<file path="src/rtl/gpio_regbank_pkg.sv">
package gpio_regbank_pkg;

  typedef enum logic [1:0] {
    SEL_PINVIEW  = 2'd0,
    SEL_DRIVE    = 2'd1,
    SEL_POLARITY = 2'd2,
    SEL_DIR      = 2'd3
  } reg_sel_e;

  localparam int unsigned SEL_W = 2;

endpackage

</file>
<file path="src/rtl/gpio_rst_sync.sv">
module gpio_rst_sync #(
  parameter int unsigned STAGES = 2
) (
  input  logic clk,
  input  logic rst_n,
  output logic rst_sync_n
);

  logic [STAGES-1:0] chain_q;
  logic [STAGES-1:0] chain_d;

  generate
    if (STAGES > 1) begin : g_multi
      always_comb chain_d = {chain_q[STAGES-2:0], 1'b1};
    end else begin : g_single
      always_comb chain_d = 1'b1;
    end
  endgenerate

  always_ff @(posedge clk or negedge rst_n) begin
    if (!rst_n) chain_q <= '0;
    else        chain_q <= chain_d;
  end

  assign rst_sync_n = chain_q[STAGES-1];

endmodule

</file>
<file path="src/rtl/gpio_pin_sync.sv">
module gpio_pin_sync #(
  parameter int unsigned WIDTH  = 4,
  parameter int unsigned STAGES = 2
) (
  input  logic             clk,
  input  logic             rst_n,
  input  logic [WIDTH-1:0] async_in,
  output logic [WIDTH-1:0] sync_out
);

  logic [STAGES-1:0][WIDTH-1:0] stage_q;
  logic [STAGES-1:0][WIDTH-1:0] stage_d;

  genvar s;
  generate
    for (s = 0; s < STAGES; s++) begin : g_stage
      if (s == 0) begin : g_first
        always_comb stage_d[s] = async_in;
      end else begin : g_next
        always_comb stage_d[s] = stage_q[s-1];
      end
      always_ff @(posedge clk or negedge rst_n) begin
        if (!rst_n) stage_q[s] <= '0;
        else        stage_q[s] <= stage_d[s];
      end
    end
  endgenerate

  assign sync_out = stage_q[STAGES-1];

endmodule

</file>
<file path="src/rtl/gpio_ctrl_regs.sv">
module gpio_ctrl_regs
  import gpio_regbank_pkg::*;
#(
  parameter int unsigned REG_W = 8
) (
  input  logic             clk,
  input  logic             rst_n,
  input  logic [SEL_W-1:0] reg_idx,
  input  logic             wr_en,
  input  logic [REG_W-1:0] wr_data,
  output logic [REG_W-1:0] drive_q,
  output logic [REG_W-1:0] pol_q,
  output logic [REG_W-1:0] dir_q
);

  logic             drive_en, pol_en, dir_en;
  logic [REG_W-1:0] drive_d,  pol_d,  dir_d;

  always_comb begin
    drive_en = wr_en && (reg_idx == SEL_DRIVE);
    pol_en   = wr_en && (reg_idx == SEL_POLARITY);
    dir_en   = wr_en && (reg_idx == SEL_DIR);
    drive_d  = drive_en ? wr_data : drive_q;
    pol_d    = pol_en   ? wr_data : pol_q;
    dir_d    = dir_en   ? wr_data : dir_q;
  end

  always_ff @(posedge clk or negedge rst_n) begin
    if (!rst_n) begin
      drive_q <= '1;
      pol_q   <= '0;
      dir_q   <= '1;
    end else begin
      drive_q <= drive_d;
      pol_q   <= pol_d;
      dir_q   <= dir_d;
    end
  end

endmodule

</file>
<file path="src/rtl/gpio_read_path.sv">
module gpio_read_path
  import gpio_regbank_pkg::*;
#(
  parameter int unsigned REG_W    = 8,
  parameter int unsigned NUM_PINS = 4
) (
  input  logic                clk,
  input  logic                rst_n,
  input  logic [SEL_W-1:0]    reg_idx,
  input  logic                rd_en,
  input  logic [NUM_PINS-1:0] pins_sync,
  input  logic [REG_W-1:0]    drive_q,
  input  logic [REG_W-1:0]    pol_q,
  input  logic [REG_W-1:0]    dir_q,
  output logic [REG_W-1:0]    rd_data
);

  localparam int unsigned PAD_W = REG_W - NUM_PINS;

  logic [REG_W-1:0] pin_view;
  logic [REG_W-1:0] sel_data;
  logic [REG_W-1:0] rd_d;

  generate
    if (PAD_W > 0) begin : g_pad
      always_comb pin_view = {{PAD_W{1'b1}}, pins_sync ^ pol_q[NUM_PINS-1:0]};
    end else begin : g_nopad
      always_comb pin_view = pins_sync ^ pol_q[NUM_PINS-1:0];
    end
  endgenerate

  always_comb begin
    unique case (reg_idx)
      SEL_PINVIEW:  sel_data = pin_view;
      SEL_DRIVE:    sel_data = drive_q;
      SEL_POLARITY: sel_data = pol_q;
      default:      sel_data = dir_q;
    endcase
    rd_d = rd_en ? sel_data : rd_data;
  end

  always_ff @(posedge clk or negedge rst_n) begin
    if (!rst_n) rd_data <= '0;
    else        rd_data <= rd_d;
  end

endmodule

</file>
<file path="src/rtl/gpio_regbank.sv">
module gpio_regbank
  import gpio_regbank_pkg::*;
#(
  parameter int unsigned REG_W       = 8,
  parameter int unsigned NUM_PINS    = 4,
  parameter int unsigned SYNC_STAGES = 2,
  parameter int unsigned RST_STAGES  = 2
) (
  input  logic                clk,
  input  logic                rst_n,
  input  logic [SEL_W-1:0]    reg_idx,
  input  logic                wr_en,
  input  logic [REG_W-1:0]    wr_data,
  input  logic                rd_en,
  output logic [REG_W-1:0]    rd_data,
  input  logic [NUM_PINS-1:0] pin_in,
  output logic [NUM_PINS-1:0] pin_out,
  output logic [NUM_PINS-1:0] pin_oe
);

  logic                rst_sync_n;
  logic [NUM_PINS-1:0] pins_sync;
  logic [REG_W-1:0]    drive_q, pol_q, dir_q;

  gpio_rst_sync #(.STAGES(RST_STAGES)) rst_sync_i (
    .clk        (clk),
    .rst_n      (rst_n),
    .rst_sync_n (rst_sync_n)
  );

  gpio_pin_sync #(.WIDTH(NUM_PINS), .STAGES(SYNC_STAGES)) pin_sync_i (
    .clk      (clk),
    .rst_n    (rst_sync_n),
    .async_in (pin_in),
    .sync_out (pins_sync)
  );

  gpio_ctrl_regs #(.REG_W(REG_W)) ctrl_regs_i (
    .clk     (clk),
    .rst_n   (rst_sync_n),
    .reg_idx (reg_idx),
    .wr_en   (wr_en),
    .wr_data (wr_data),
    .drive_q (drive_q),
    .pol_q   (pol_q),
    .dir_q   (dir_q)
  );

  gpio_read_path #(.REG_W(REG_W), .NUM_PINS(NUM_PINS)) read_path_i (
    .clk       (clk),
    .rst_n     (rst_sync_n),
    .reg_idx   (reg_idx),
    .rd_en     (rd_en),
    .pins_sync (pins_sync),
    .drive_q   (drive_q),
    .pol_q     (pol_q),
    .dir_q     (dir_q),
    .rd_data   (rd_data)
  );

  genvar p;
  generate
    for (p = 0; p < NUM_PINS; p++) begin : g_pad
      assign pin_oe[p]  = ~dir_q[p];
      assign pin_out[p] = drive_q[p] & ~dir_q[p];
    end
  endgenerate

endmodule

</file>
<file path="config.mk">
export PLATFORM = sky130hd
export DESIGN_NAME = gpio_regbank
export DESIGN_NICKNAME = d
export VERILOG_FILES = /design/src/rtl/gpio_regbank_pkg.sv /design/src/rtl/gpio_rst_sync.sv /design/src/rtl/gpio_pin_sync.sv /design/src/rtl/gpio_ctrl_regs.sv /design/src/rtl/gpio_read_path.sv /design/src/rtl/gpio_regbank.sv
export SDC_FILE = /design/constraint.sdc
export NUM_CORES = 1
export LEC_CHECK = 0
export BUFFER_PORTS_ARGS = -buffer_cell sky130_fd_sc_hd__buf_2
export CAP_MARGIN = 30
export CORE_MARGIN = 2
export CORE_UTILIZATION = 54
export DETAILED_ROUTE_END_ITERATION = 7
export GPL_TIMING_DRIVEN = 0
export PLACE_DENSITY_LB_ADDON = 0.08
export SYNTH_ARGS = -nofsm -noshare
export SYNTH_HDL_FRONTEND = slang
export SYNTH_SLANG_ARGS = --single-unit
</file>
<file path="constraint.sdc">
create_clock -name clk -period 1.7 [get_ports clk]
set_clock_uncertainty 0.2 [all_clocks]
set_input_delay 0.085 -clock clk [delete_from_list [all_inputs] [get_ports clk]]
set_output_delay 0.085 -clock clk [all_outputs]
set_load 0.01 [all_outputs]
</file>
## Word level (Yosys, flattened, before mapping)

Index checks and enable logic that the tools add are counted.

| word-level totals | value |
|---|---|
| bits in registers | 42 |
| input bits | 18 |
| output and inout bits | 16 |
| logic and storage cells | 24 |

| operators by class | value |
|---|---|
| equality and inequality tests | 3 |
| muxes and demuxes | 1 |
| bitwise logic cells | 9 |
| reductions and logical operators | 4 |

Operators with widths:

| operator | count |
|---|---|
| case mux 8 bit (3 select lines) | 1 |
| AND 1 bit | 4 |
| == test 2 bit, second input constant | 2 |
| NOT 1 bit | 4 |
| bitwise XOR 4 bit | 1 |
| logical AND 1 bit | 3 |
| == test 2 x 1 -> 1 bit, second input constant | 1 |
| logical NOT 2 bit | 1 |

## Depth between registers and ports, before layout

| logic depth | value |
|---|---|
| word-level depth | 2 |
| depth in mapped cells | 4 |
| depth with buffers taken out | 3 |

## By module

Synthesis repeated with hierarchy kept, for this count alone.

| second synthesis, totals | value |
|---|---|
| cells, all modules | 132 |
| area, all modules | 1801.7 µm² |

By module, submodules not included:

| module | instances | cells an instance | area each (µm²) |
|---|---|---|---|
| gpio_ctrl_regs | 1 | 51 | 923.4 |
| gpio_read_path | 1 | 62 | 584.3 |
| gpio_pin_sync | 1 | 8 | 200.2 |
| gpio_rst_sync | 1 | 3 | 53.8 |
| gpio_regbank | 1 | 8 | 40.0 |

## Worst setup path before layout

OpenSTA, ideal clock, no wires.

| timing path | value |
|---|---|
| kind | register to register |
| start point | reg ctrl_regs_i.dir_q[0] |
| end point | reg read_path_i.rd_data[0] |
| library setup time | 140 ps |
| arrival time | 763 ps |
| slack | 597 ps |
| cell stages (with the launch flop) | 4 |
| path buffers | 0 |
| period minus slack after synthesis | 1103 ps |
| path through | dfstp_2 mux2_2 nand3_1 o221ai_1 |

| on the way | value |
|---|---|
| word-level cells in the longest chain between the ends | 1 |

Ends and longest elaborated chain:

| what | RTL line | text |
|---|---|---|
| start, declared | gpio_ctrl_regs.sv:13 | `output logic [REG_W-1:0] dir_q` |
| start signal, assigned | gpio_ctrl_regs.sv:36 | `dir_q <= dir_d;` |
| case mux 8 bit (3 select lines) | gpio_read_path.sv:33 | `unique case (reg_idx)` |
| end signal, assigned | gpio_read_path.sv:44 | `else rd_data <= rd_d;` |
| end, declared | gpio_read_path.sv:15 | `output logic [REG_W-1:0] rd_data` |

No other way between the ends.
A chain may end at the register's enable or synchronous reset.

## Worst setup path after layout

| timing path | value |
|---|---|
| start point | reg ctrl_regs_i.drive_q[2] |
| end point | out pin_out[2] |

| on the way | value |
|---|---|
| word-level cells in the longest chain between the ends | 1 |

Ends and longest elaborated chain:

| what | RTL line | text |
|---|---|---|
| start, declared | gpio_ctrl_regs.sv:11 | `output logic [REG_W-1:0] drive_q,` |
| start signal, assigned | gpio_ctrl_regs.sv:34 | `drive_q <= drive_d;` |
| AND 1 bit | gpio_regbank.sv:65 | `assign pin_out[p] = drive_q[p] & ~dir_q[p];` |
| end, declared | gpio_regbank.sv:17 | `output logic [NUM_PINS-1:0] pin_out,` |

No other way between the ends.

==> flow_summary.json <==
{
  "mappedNetlistArea_um2": 1783,
  "path_clk_slew_ns": 0.11,
  "core_area_um2": 3103,
  "die-area_um2": 3777,
  "die_x_um": 61.46,
  "path_class": "flop to output port",
  "areaGrowthSynthToFinish_pct": 24.49,
  "finalNetCount": 201,
  "final.setup.worst_slack_ns": 0.2450,
  "htree_num_levels": 2,
  "wl_um": 3196,
  "finalCriticalPeriod_ns": 1.455,
  "clock_sink_count": 42,
  "hold_path_class": "input port to flop",
  "holdPathStages": 3,
  "detailedPlacementHpwl_um": 2162,
  "maximum_buffer_depth_of_the_clock_tree": 2,
  "die_span_y_um": 61.46,
  "power_per_cell_area_nw_per_um2": 1017,
  "first_global_vias": 1105,
  "max_slew.worst_pin.slew_ns": 0.8173,
  "final_setup_violating_endpoints": 0,
  "postCtsSetupBuffers": 0,
  "leakage_uw": 0.001023,
  "fmax_mhz": 687.3,
  "vias": 1140,
  "worst_ep_arrival_time_ns": 1.17,
  "synth_nets": 146,
  "maximum_number_of_pins_on_one_net_before_global_route_repair": 41,
  "initial_cell_density_of_the_core_pct": 57.46,
  "drt-initial-drc-count": 28,
  "clock_tree.root_cell": "sky130_fd_sc_hd__clkbuf_4",
  "routedLengthMet1_um": 1306,
  "worstPathCellList": "nor2b_1, buf_2",
  "drt_pre_antenna_iters": 4,
  "power.total_uw": 2256,
  "place_congestion": 0.7121,
  "slew_headroom_pct": 45.52,
  "maxUsedRoutingLayer": "met4",
  "timing.setup.tns_ns": 0,
  "num_rows": 20,
  "max_stage_delay_ns": 0.55,
  "worstSetupEndpointType": "output port",
  "crit_path_max_fanout": 3,
  "final_min_period_over_clock_period_pct": 85.59,
  "grt_pass1_wl_um": 5161,
  "worstRegToRegCells": 3,
  "cts_tree": "yes",
  "ys_types": 22,
  "synth_warnings": 0,
  "post_route_cells_drive_above_1_share_pct": 51.09,
  "post_synth.cell_area_avg_um2": 13.93,
  "outcome": "complete, no violations",
  "detail_route.wl_per_cell_um": 14.02,
  "rsz0062_at_grt": "false",
  "peak_vdd_ir_mv": 0.7393,
  "finalHoldViolations": 0,
  "grt.overflow.total": 0,
  "post_cts_resize_count": 0,
  "yosys_register_bits": 42,
  "cap_violations": 0,
  "synthCells": 128,
  "grt_antenna_before_repair": 0,
  "cts_made_buffers": 5,
  "hold_ws_ns": 0.02085,
  "setup.worst_path.start_class": "flop",
  "drc_errors": 0,
  "insertedDiodeCount": 0,
  "wl_met2_um": 1670,
  "detail-route-antenna-nets": 0,
  "drv_slew": 0,
  "route.detailed.vias_per_inst": 5.000,
  "dp_slack_ns": 0.3613,
  "numPortBuffers": 32,
  "clk-insertion-delay-late_ns": 0.35,
  "critPathSlowestCell": "sky130_fd_sc_hd__dfstp_2",
  "grt_use_total_pct": 20.06,
  "synth.yosys.seq_area_share_pct": 60.07,
  "num_io_pins": 34,
  "wl_met3_um": 137,
  "worst-endpoint-required_ns": 1.41
}
[cell families after synthesis]
family                 share of synthesized area [%]
XOR/XNOR                                       1.965
buffers and inverters                          3.929
multiplexers                                   19.93
other                                         0.2103
flip-flops                                     60.07
AO/OA/AOI/OAI                                  4.491
AND/OR/NAND/NOR                                9.403
[power by group]
group | internal (µW) | leakage [µW] | switching, µW
clock | 200 | 0.0000353 | 295
combinational | 264 | 0.000512 | 190
sequential | 1210 | 0.000476 | 102
total | 1670 | 0.00102 | 587
[path summary, 6_finish.rpt]
check	endpoint	slack (ns)	startpoint
worst min-delay path	ctrl_regs_i.dir_q[2]	0.02	reg_idx[0]
worst max register to register	read_path_i.rd_data[1]	0.51	ctrl_regs_i.dir_q[1]
worst min register to register	pin_sync_i.sync_out[2]	0.16	pin_sync_i.stage_d[6]
min in group asynchronous	pin_sync_i.sync_out[0]	0.17	rst_sync_i.chain_q[1]
max in group asynchronous	ctrl_regs_i.pol_q[7]	0.62	rst_sync_i.chain_q[1]
worst max-delay path	pin_out[2]	0.25	ctrl_regs_i.drive_q[2]
[area by class of cell]
class / instances / area [µm²]
flip-flops and latches: 42 / 1072
plain buffers: 4 / 25.02
well taps: 44 / 55.05
clock inverters: 1 / 5.005
clock buffers: 7 / 55.05
multi-input cells: 70 / 641.9
repair buffers: 48 / 320.3
fillers: 255 / 883.3
inverters: 12 / 45.04
[placed cells by master, fill, tap and decap left out]
cell	n
sky130_fd_sc_hd__dfrtp_2	1
sky130_fd_sc_hd__nor2b_1	4
sky130_fd_sc_hd__o221ai_1	4
sky130_fd_sc_hd__buf_6	1
sky130_fd_sc_hd__nand3_1	4
sky130_fd_sc_hd__conb_1	1
sky130_fd_sc_hd__nand3_4	1
sky130_fd_sc_hd__dlygate4sd3_1	16
sky130_fd_sc_hd__dfstp_2	16
sky130_fd_sc_hd__dfrtp_1	25
sky130_fd_sc_hd__and2_1	4
sky130_fd_sc_hd__mux2_2	28
sky130_fd_sc_hd__clkbuf_1	2
sky130_fd_sc_hd__o22ai_1	4
sky130_fd_sc_hd__nand3b_2	1
sky130_fd_sc_hd__inv_1	12
sky130_fd_sc_hd__or2b_1	1
sky130_fd_sc_hd__and2b_2	4
sky130_fd_sc_hd__clkbuf_4	5
sky130_fd_sc_hd__o21ai_0	4
sky130_fd_sc_hd__xnor2_1	4
sky130_fd_sc_hd__nand3b_4	1
sky130_fd_sc_hd__mux2i_1	4
sky130_fd_sc_hd__clkbuf_8	1
sky130_fd_sc_hd__buf_2	34
sky130_fd_sc_hd__clkinv_2	1
sky130_fd_sc_hd__nand2b_1	1
[flip-flops by register name (all words and copies together) (netlist names)]
register,cells
ctrl_regs_i.dir_q,8
rst_sync_i.chain_q,2
pin_sync_i.stage_d,4
pin_sync_i.sync_out,4
read_path_i.rd_data,8
ctrl_regs_i.drive_q,8
ctrl_regs_i.pol_q,8
[synthesized netlist by cell type]
cell type                  count  share of area (%)
sky130_fd_sc_hd__conb_1        1               0.21
sky130_fd_sc_hd__and2_1        4                1.4
sky130_fd_sc_hd__inv_1        12                2.5
sky130_fd_sc_hd__o21ai_0       4                1.1
sky130_fd_sc_hd__dfstp_2      16                 24
sky130_fd_sc_hd__mux2_2       28                 18
sky130_fd_sc_hd__and2b_2       4                2.0
sky130_fd_sc_hd__buf_6         1               0.63
sky130_fd_sc_hd__buf_2         2               0.56
sky130_fd_sc_hd__clkbuf_1      1               0.21
sky130_fd_sc_hd__dfrtp_1      26                 36
sky130_fd_sc_hd__nand3b_2      1               0.63
sky130_fd_sc_hd__xnor2_1       4                2.0
sky130_fd_sc_hd__mux2i_1       4                2.2
sky130_fd_sc_hd__nand3_1       4                1.1
sky130_fd_sc_hd__o22ai_1       4                1.4
sky130_fd_sc_hd__or2b_1        1               0.42
sky130_fd_sc_hd__nor2b_1       4                1.4
sky130_fd_sc_hd__o221ai_1      4                2.0
sky130_fd_sc_hd__nand2b_1      1               0.35
sky130_fd_sc_hd__nand3_4       1               0.98
sky130_fd_sc_hd__nand3b_4      1                1.1
[metal layers]
| layer | track usage (%) | vias to the layer above |
|---|---|---|
| met5 | 0 | - |
| met4 | 10.03 | 0 |
| met3 | 6.723 | 9 |
| met2 | 34.19 | 27 |
| met1 | 22.48 | 559 |
| li1 | - | 545 |
[critical path: cells and delay by family (launching register included)]
family	cells	cell delay (ns)
DFF	1	0.55
buffers and inverters	1	0.14
and+or+nand+nor	1	0.13
[per-stage QoR]
stage | utilization (%) | instances | area, µm²
floorplan | - | 128 | 1783
global placement | 64.40 | 204 | 1998
detailed placement | 64.44 | 204 | 1999
CTS | 71.21 | 227 | 2210
global route | 71.53 | 228 | 2220
finish | 71.53 | 228 | 2220
[repair_timing]
action	in CTS	in global routing
hold endpoints to repair	35	1
hold buffers	15	1
endpoints found under the setup margin	0	0
Power figures use the tool's default switching activity.
